File: src/rtl/irq_prio_pkg.sv
package irq_prio_pkg;
   localparam int NSRC   = 5;
   localparam int NFIELD = 3;

   typedef enum logic [2:0] {
      SRC_DIV  = 3'd0,
      SRC_DMA0 = 3'd1,
      SRC_DMA1 = 3'd2,
      SRC_WDT  = 3'd3,
      SRC_BSC  = 3'd4
   } src_e;

   // Field index for each source; field 0 is the most significant nibble group.
   function automatic int field_of(input int src);
      case (src)
         0:       return 0;
         1, 2:    return 1;
         default: return 2;
      endcase
   endfunction
endpackage

File: src/rtl/irq_prio_regfile.sv
module irq_prio_regfile #(
   parameter int DATA_W   = 16,
   parameter int LVL_W    = 4,
   parameter int NFIELD   = 3,
   parameter int ADDR_W   = 4,
   parameter int REG_ADDR = 0
) (
   input  logic                          clk,
   input  logic                          rst_n,
   input  logic                          standby,
   input  logic [ADDR_W-1:0]             bus_addr,
   input  logic                          bus_we,
   input  logic [DATA_W-1:0]             bus_wdata,
   output logic [DATA_W-1:0]             bus_rdata,
   output logic [DATA_W-1:0]             prio_q,
   output logic [NFIELD-1:0][LVL_W-1:0]  field_lvl
);
   localparam int RES_W = DATA_W - NFIELD * LVL_W;
   localparam logic [DATA_W-1:0] WMASK = {DATA_W{1'b1}} << RES_W;
   localparam logic [ADDR_W-1:0] SEL   = ADDR_W'(REG_ADDR);

   initial begin
      if (RES_W < 0) $error("irq_prio_regfile: fields do not fit in DATA_W");
      if (REG_ADDR >= (1 << ADDR_W)) $error("irq_prio_regfile: REG_ADDR out of range");
   end

   logic hit;
   assign hit = (bus_addr == SEL);

   always_ff @(posedge clk) begin
      if (!rst_n)
         prio_q <= '0;
      else if (hit && bus_we && !standby)
         prio_q <= bus_wdata & WMASK;
   end

   assign bus_rdata = hit ? (prio_q & WMASK) : '0;

   for (genvar f = 0; f < NFIELD; f++) begin : g_field
      assign field_lvl[f] = prio_q[DATA_W-1-f*LVL_W -: LVL_W];
   end
endmodule

File: src/rtl/irq_prio_lvlmap.sv
module irq_prio_lvlmap #(
   parameter int LVL_W  = 4,
   parameter int NFIELD = 3,
   parameter int NSRC   = 5
) (
   input  logic [NFIELD-1:0][LVL_W-1:0] field_lvl,
   input  logic [NSRC-1:0]              req,
   output logic [NSRC-1:0][LVL_W-1:0]   cand_lvl
);
   initial begin
      if (NSRC != irq_prio_pkg::NSRC) $error("irq_prio_lvlmap: NSRC mismatch");
   end

   for (genvar s = 0; s < NSRC; s++) begin : g_src
      localparam int F = irq_prio_pkg::field_of(s);
      assign cand_lvl[s] = req[s] ? field_lvl[F] : '0;
   end
endmodule

File: src/rtl/irq_prio_select.sv
module irq_prio_select #(
   parameter int LVL_W = 4,
   parameter int NSRC  = 5,
   parameter int IDX_W = $clog2(NSRC)
) (
   input  logic [NSRC-1:0][LVL_W-1:0] cand_lvl,
   output logic                       any,
   output logic [IDX_W-1:0]           best_idx,
   output logic [LVL_W-1:0]           best_lvl
);
   initial begin
      if (NSRC < 2) $error("irq_prio_select: need at least two sources");
   end

   // Strictly greater replaces, so the lowest index wins any tie.
   always_comb begin
      best_idx = '0;
      best_lvl = '0;
      for (int s = 0; s < NSRC; s++) begin
         if (cand_lvl[s] > best_lvl) begin
            best_lvl = cand_lvl[s];
            best_idx = IDX_W'(s);
         end
      end
   end

   assign any = (best_lvl != '0);
endmodule

File: src/rtl/irq_prio_arb.sv
module irq_prio_arb #(
   parameter int DATA_W   = 16,
   parameter int LVL_W    = 4,
   parameter int ADDR_W   = 4,
   parameter int REG_ADDR = 0,
   parameter bit OUT_REG  = 1'b1
) (
   input  logic              clk,
   input  logic              rst_n,
   input  logic              standby,
   input  logic [ADDR_W-1:0] bus_addr,
   input  logic              bus_we,
   input  logic [DATA_W-1:0] bus_wdata,
   output logic [DATA_W-1:0] bus_rdata,
   input  logic              req_div,
   input  logic              req_dma0,
   input  logic              req_dma1,
   input  logic              req_wdt,
   input  logic              req_bsc,
   output logic              win_valid,
   output logic [2:0]        win_id,
   output logic [LVL_W-1:0]  win_level
);
   localparam int NSRC   = irq_prio_pkg::NSRC;
   localparam int NFIELD = irq_prio_pkg::NFIELD;
   localparam int IDX_W  = $clog2(NSRC);

   initial begin
      if (IDX_W > 3) $error("irq_prio_arb: id output too narrow");
      if (LVL_W < 1) $error("irq_prio_arb: LVL_W must be positive");
   end

   logic [DATA_W-1:0]            prio_q;
   logic [NFIELD-1:0][LVL_W-1:0] field_lvl;
   logic [NSRC-1:0][LVL_W-1:0]   cand_lvl;
   logic [NSRC-1:0]              req_vec;
   logic                         any;
   logic [IDX_W-1:0]             best_idx;
   logic [LVL_W-1:0]             best_lvl;
   logic [2:0]                   id_d;

   assign req_vec = {req_bsc, req_wdt, req_dma1, req_dma0, req_div};

   irq_prio_regfile #(
      .DATA_W(DATA_W), .LVL_W(LVL_W), .NFIELD(NFIELD),
      .ADDR_W(ADDR_W), .REG_ADDR(REG_ADDR)
   ) u_regs (
      .clk(clk), .rst_n(rst_n), .standby(standby),
      .bus_addr(bus_addr), .bus_we(bus_we), .bus_wdata(bus_wdata),
      .bus_rdata(bus_rdata), .prio_q(prio_q), .field_lvl(field_lvl)
   );

   irq_prio_lvlmap #(.LVL_W(LVL_W), .NFIELD(NFIELD), .NSRC(NSRC)) u_map (
      .field_lvl(field_lvl), .req(req_vec), .cand_lvl(cand_lvl)
   );

   irq_prio_select #(.LVL_W(LVL_W), .NSRC(NSRC), .IDX_W(IDX_W)) u_sel (
      .cand_lvl(cand_lvl), .any(any), .best_idx(best_idx), .best_lvl(best_lvl)
   );

   assign id_d = any ? 3'(best_idx) : 3'd0;

   if (OUT_REG) begin : g_out_reg
      always_ff @(posedge clk) begin
         if (!rst_n) begin
            win_valid <= 1'b0;
            win_id    <= 3'd0;
            win_level <= '0;
         end else begin
            win_valid <= any;
            win_id    <= id_d;
            win_level <= best_lvl;
         end
      end
   end else begin : g_out_comb
      assign win_valid = any;
      assign win_id    = id_d;
      assign win_level = best_lvl;
   end
endmodule

File: config.mk
export PLATFORM = sky130hd
export DESIGN_NAME = irq_prio_arb
export DESIGN_NICKNAME = d
export VERILOG_FILES = /design/src/rtl/irq_prio_pkg.sv /design/src/rtl/irq_prio_regfile.sv /design/src/rtl/irq_prio_lvlmap.sv /design/src/rtl/irq_prio_select.sv /design/src/rtl/irq_prio_arb.sv
export SDC_FILE = /design/constraint.sdc
export NUM_CORES = 1
export LEC_CHECK = 0
export BUFFER_PORTS_ARGS = -buffer_cell sky130_fd_sc_hd__buf_2
export CAP_MARGIN = 40
export CORE_MARGIN = 5
export CORE_UTILIZATION = 53
export CTS_BUF_LIST = sky130_fd_sc_hd__clkbuf_2 sky130_fd_sc_hd__clkbuf_4 sky130_fd_sc_hd__clkbuf_8
export CTS_CLUSTER_SIZE = 14
export DETAILED_ROUTE_END_ITERATION = 8
export HOLD_SLACK_MARGIN = 0.05
export PLACE_DENSITY_LB_ADDON = 0.1
export SYNTH_ARGS = -nofsm -noshare
export SYNTH_HDL_FRONTEND = slang
export SYNTH_SLANG_ARGS = --single-unit
export TNS_END_PERCENT = 1
File: constraint.sdc
create_clock -name clk -period 8.4 [get_ports clk]
set_clock_uncertainty 0.15 [all_clocks]
set_input_delay 1.26 -clock clk [delete_from_list [all_inputs] [get_ports clk]]
set_output_delay 1.26 -clock clk [all_outputs]
set_load 0.1 [all_outputs]
* After elaboration in Yosys (flattened, before gate mapping)
Cells that the tools add are included.
** Operators by class
- Bitwise operators :: 2
- $lt $le $gt $ge :: 5
- Reduce and logical (&&, ||, !) cells :: 7
- Muxes and demuxes :: 15
** Operators by type and width (count)
- $mux 4 :: 10
- $gt 4x4->1 :: 4
- $mux 16 :: 1
- $gt 4x1->1 const B :: 1
- $logic_not 4->1 :: 1
- $mux 2 :: 2
- $reduce_bool 4->1 :: 1
- $mux 3 :: 1
- $reduce_or 3->1 :: 1
- $logic_and 1x1->1 :: 2
- $not 1->1 :: 2
- $reduce_and 2->1 :: 1
- $logic_not 1->1 :: 1
- $mux 1 :: 1
** Storage, ports and cells
- Output and inout bits :: 24
- Register bits :: 20
- Input bits :: 29

* Depth between registers and ports, before layout
- Word-level depth :: 14
- Depth in mapped cells :: 32

* By module
From an unflattened synthesis, not the netlist that was laid out.
** Second synthesis, totals
- Cells, all modules :: 225
- Area, all modules :: 1824.2 sq um
** By module, submodules not included
- irq_prio_regfile :: cells each 88, sequential area each 240.2 sq um, area each 743.2 sq um, times used 1
- irq_prio_select :: cells each 101, sequential area each 0.0 sq um, area each 739.5 sq um, times used 1
- irq_prio_arb :: cells each 16, sequential area each 160.2 sq um, area each 216.5 sq um, times used 1
- irq_prio_lvlmap :: cells each 20, sequential area each 0.0 sq um, area each 125.1 sq um, times used 1

* Worst setup path before layout
Ideal clock, no wire load.
- Kind :: input -> register
- From :: input req_dma0
- To :: register win_valid
- Stages on the path :: 29
- Library setup time :: 0.148 ns
- Required time :: 8.102 ns
- Data arrival time :: 7.012 ns
- Path slack :: 1.090 ns
- Cells stage by stage :: nand2_1 -> inv_1 -> ha_1 -> nor2b_1 -> o21ai_0 -> a211oi_1 -> nor2_1 -> mux2_2 -> ha_1 -> nand4_1 -> and3_1 -> a41oi_1 -> mux2_2 -> mux2_2 -> ha_1 -> a21oi_1 -> nand4_1 -> o41ai_1 -> o32ai_1 -> ha_1 -> nor2b_1 -> o21ai_0 -> nand2b_1 -> a21oi_1 -> a41o_1 -> clkbuf_1 -> nor2_1 -> o21ai_0 -> a31oi_1
** On the way
- Cells in the longest elaborated chain, start to end :: 10
** RTL lines
- start: declaration :: line irq_prio_arb.sv:16 : input logic req_dma0,
- $mux 4 * :: line irq_prio_lvlmap.sv:16 : assign cand_lvl[s] = req[s] ? field_lvl[F] : '0;
- $gt 4x4->1 :: line irq_prio_select.sv:20 : if (cand_lvl[s] > best_lvl) begin
- $mux 4 * :: line irq_prio_select.sv:20
- $gt 4x4->1 :: line irq_prio_select.sv:20
- $mux 4 * :: line irq_prio_select.sv:20
- $gt 4x4->1 :: line irq_prio_select.sv:20
- $mux 4 * :: line irq_prio_select.sv:20
- $gt 4x4->1 :: line irq_prio_select.sv:20
- $mux 4 * :: line irq_prio_select.sv:20
- $reduce_bool 4->1 * :: line irq_prio_select.sv:27 : assign any = (best_lvl != '0);
- end signal: assignment :: line irq_prio_arb.sv:70 : win_valid <= any;
- end: declaration :: line irq_prio_arb.sv:20 : output logic win_valid,
Mark *: on every way between the ends. The rest lies on a longest branch, timed or not.
A chain may end at the register's enable or synchronous reset.

* Worst setup path after layout
- From :: input req_dma0
- To :: register win_id[1]
** On the way
- Cells in the longest elaborated chain, start to end :: 12
- Elaborated cells on any way between the ends :: 14
- Classes of those cells :: order compare (4); mux (7); bitwise (1); reduce/logical (2)
** RTL lines
- $mux 4 * :: line irq_prio_lvlmap.sv:16
- $gt 4x4->1 :: line irq_prio_select.sv:20
- $mux 4 * :: line irq_prio_select.sv:20
- $gt 4x4->1 :: line irq_prio_select.sv:20
- $mux 4 :: line irq_prio_select.sv:20
- $gt 4x4->1 :: line irq_prio_select.sv:20
- $mux 4 :: line irq_prio_select.sv:20
- $gt 4x4->1 :: line irq_prio_select.sv:20
- $mux 4 :: line irq_prio_select.sv:20
- $reduce_bool 4->1 :: line irq_prio_select.sv:27
- $not 1->1 (no line)
- $reduce_or 3->1 (no line)
- end signal: assignment :: line irq_prio_arb.sv:71 : win_id <= id_d;
- end: declaration :: line irq_prio_arb.sv:21 : output logic [2:0] win_id,
Marked as above.

==> results.cfg <==
[grt]
grt_overflow = 0
grt_usage = 0.1942
grt_max_degree = 21
grt_pass1_wl_mm = 6.913
grt_antenna_before_repair = 0
grt_pass1_vias = 1555

[hold_path]
holdCritPathClass = flop to flop
holdPathEnd = u_regs.prio_q[12]
hold_depth = 2
hold_start = u_regs.prio_q[12]

[worst_setup_path]
r2r_setup_slack_ns = 1.32
r2r_start = u_regs.prio_q[9]
arrival_ns = 7.81
worstRegToRegCells = 26
worstSetupEndpointType = flop
cp_max_fo = 9
timing.rr.end = win_id[1]
cp-startpoint = req_dma0
criticalPathCategory = input pin to flop
critPathLaunchType = input pin
cp.required_ns = 8.49

[timing]
fin_crit_ns = 7.726
finalHoldViolCount = 0
totalNegativeSetupSlack_ns = 0
worst_slack_ns = 0.6742
setup_violations = 0
fmax_ghz = 0.1294
max-slew-margin-rel = 0.3789
slew_violations = 0
period_share = 0.9197
tightest_slew_ns = 0.9081
rsz0062_at_grt = no

[final_layout]
multi_input_area_sq_mm = 0.001260
fin_nets = 300
layout-drive-gt1-share = 0.2597
nFillCells = 317
area.sequential_sq_um = 400.4
syn2layout_area_growth_pct = 17.44
num_antenna_cells = 0

[synthesis]
ys_ff_latch = 20
seq_area_frac_synth = 0.2287
synth_top_area_cell = dfxtp_1
ys_top_cells_by_area = dfxtp_1, mux2i_1, ha_1
synthArstFlopShare = 0
syn_area_sq_mm = 0.001750
synthMuxAreaShare = 0.1422
yosysMostFrequentCell = nand2_1
synthAdderAreaFrac = 0.08578
synthXorXnorAreaFrac = 0.005004
ys.warnings.count = 0
syn_area_per_cell_sq_um = 8.142
synth_ff_type = dfxtp_1
synth_commonest_cells = nand2_1, dfxtp_1, and2_1
syn_inst = 215
synth_top_family_by_area = simple AND/OR/NAND/NOR gates
synthSimpleGateAreaFrac = 0.2881
synth-compound-area-share = 0.1901
ys_types = 50
synth_edf_count = 0
synth_top_area_share = 0.2287

[clock_network]
cts_max_path_buffers = 2
post_cts_resize_count = 0
cts_buffers = 3
cts_tree = built
htree_levels = 1
cts.sinks = 20
clk_latency_ns = 0.31
cts-root-buf = clkbuf_4
post_cts_buffers = 0
path_clk_slew_ns = 0.13
hold_buffers = 0

[placement]
dp_slack_ns = 0.4848
gp_routability_congestion = 0.8876
post-dp-hpwl_mm = 3.273
portBuffers = 44

[die]
floorplan.initialDensity = 0.5641
io_pins = 53
die_y_microns = 67.47
std_cell_rows = 20
dieArea_sq_mm = 0.004552
die_w_microns = 67.47
core_area_sq_mm = 0.003103

[routing]
vias_per_cell = 5.599
postRouteAntennaNets = 0
totalWireLength_mm = 4.119
drt_first_iter_violations = 119
firstDrtPassIters = 5
wl_per_cell_microns = 13.64
remaining_drc_errors = 0
vias = 1691

[status]
status = finished, final reports clean

[flow_run]
max_cap_violations = 0

[power_and_ir_drop]
p_leak_nw = 1.058
power.density_mw_per_mm2 = 103.4
irDropWorstVdd_uv = 77.08
-- cells in the final DEF, fill, tap and decap left out, drive strengths merged, types with 2 or more instances in the layout --
cell type	synthesis	layout
buf	5	47
nand2	23	23
dfxtp	20	20
and2	20	20
mux2i	17	17
nor2b	14	14
inv	12	12
ha	12	12
nor2	9	9
a21oi	7	7
nand3	7	7
mux2	7	7
a31oi	4	4
o21ai	4	4
conb	1	4
o211ai	3	3
nand3b	3	3
nand4	3	3
o32ai	3	3
nand2b	3	3
a211oi	3	3
clkbuf	6	3
nor3	2	2
nor3b	2	2
o41ai	2	2
o22ai	2	2
o221ai	2	2
a31o	2	2
-- cells by family (layout without fill, tap and decap cells) --
group,after synthesis,in the layout
xor+xnor,1,1
mux,24,24
buf+inv,23,63
compound gates,42,42
fa+ha+maj,12,12
other cells,1,4
flops,20,20
simple gates,92,92
-- where the power goes --
part	internal [mW]	switching (mW)	total (mW)	leakage (nW)
Sequential	0.0957	0.000674	0.0963	0.161
Clock	0.0482	0.0308	0.0790	0.0279
Combinational	0.0128	0.0244	0.0372	0.869
Total	0.157	0.0559	0.213	1.06
-- registers in the layout, indices dropped and copies added, names as in the netlist --
| name | cells |
|---|---|
| win_level | 4 |
| win_id | 3 |
| u_regs.prio_q | 12 |
| win_valid | 1 |
-- area by class of cell --
class / count / share of cell area
Clock buffer: 3 / 0.01096
Inverter: 12 / 0.02191
Timing Repair Buffer: 47 / 0.1181
Clock inverter: 1 / 0.01461
Sequential cell: 20 / 0.1948
Tap cell: 44 / 0.02678
Multi-Input combinational cell: 175 / 0.6129
-- routing by layer --
metal,share of wire,vias up,global-route usage
met3,0.080,4,0.04160
met4,0.0068,0,0.03797
li1,-,864,-
met1,0.46,763,0.2616
met5,0,-,0
met2,0.45,60,0.3183
-- critical path, cell delays in order --
cell and delay [ns]:
buf_2 0.14, nand2_1 0.11, inv_1 0.05, ha_1 0.31, nor2b_1 0.25, o21ai_0 0.17
o32ai_1 0.42, nor2_1 0.18, mux2_2 0.33, ha_1 0.39, nand4_1 0.21, and3_1 0.23
a41oi_1 0.15, mux2_2 0.27, mux2_2 0.37, ha_1 0.32, a21oi_1 0.13, a221o_1 0.40
a221oi_4 0.42, mux2_2 0.41, ha_1 0.30, o21ai_0 0.08, nand2b_1 0.07, a21oi_1 0.17
a41o_1 0.28, nand2_1 0.17, a211oi_1 0.22
-- how the worst max path moves through the flow --
stage,endpoint,slack [ns]
after floorplan,win_valid,1.09
after global placement,win_id[1],0.56
after detailed placement,win_id[1],0.48
after CTS,win_id[1],0.75
after global routing,win_id[1],0.08
final,win_id[1],0.67
-- stage by stage --
| stage | utilization | total power [mW] | instance area [sq um] | hold WS (ns) | instances |
|---|---|---|---|---|---|
| 2_1_floorplan | - | 0.1259 | 1762 | 0.3498 | 218 |
| 5_1_grt | 0.6625 | 0.2221 | 2056 | 0.4489 | 302 |
| 4_1_cts | 0.6625 | 0.2140 | 2056 | 0.4098 | 302 |
| 3_5_place_dp | 0.6456 | 0.1354 | 2003 | 0.3921 | 298 |
| 3_3_place_gp | 0.6456 | 0.1350 | 2003 | 0.3916 | 298 |
| 6_report | 0.6625 | 0.2126 | 2056 | 0.4101 | 302 |
Power figures use the tool's default switching activity.
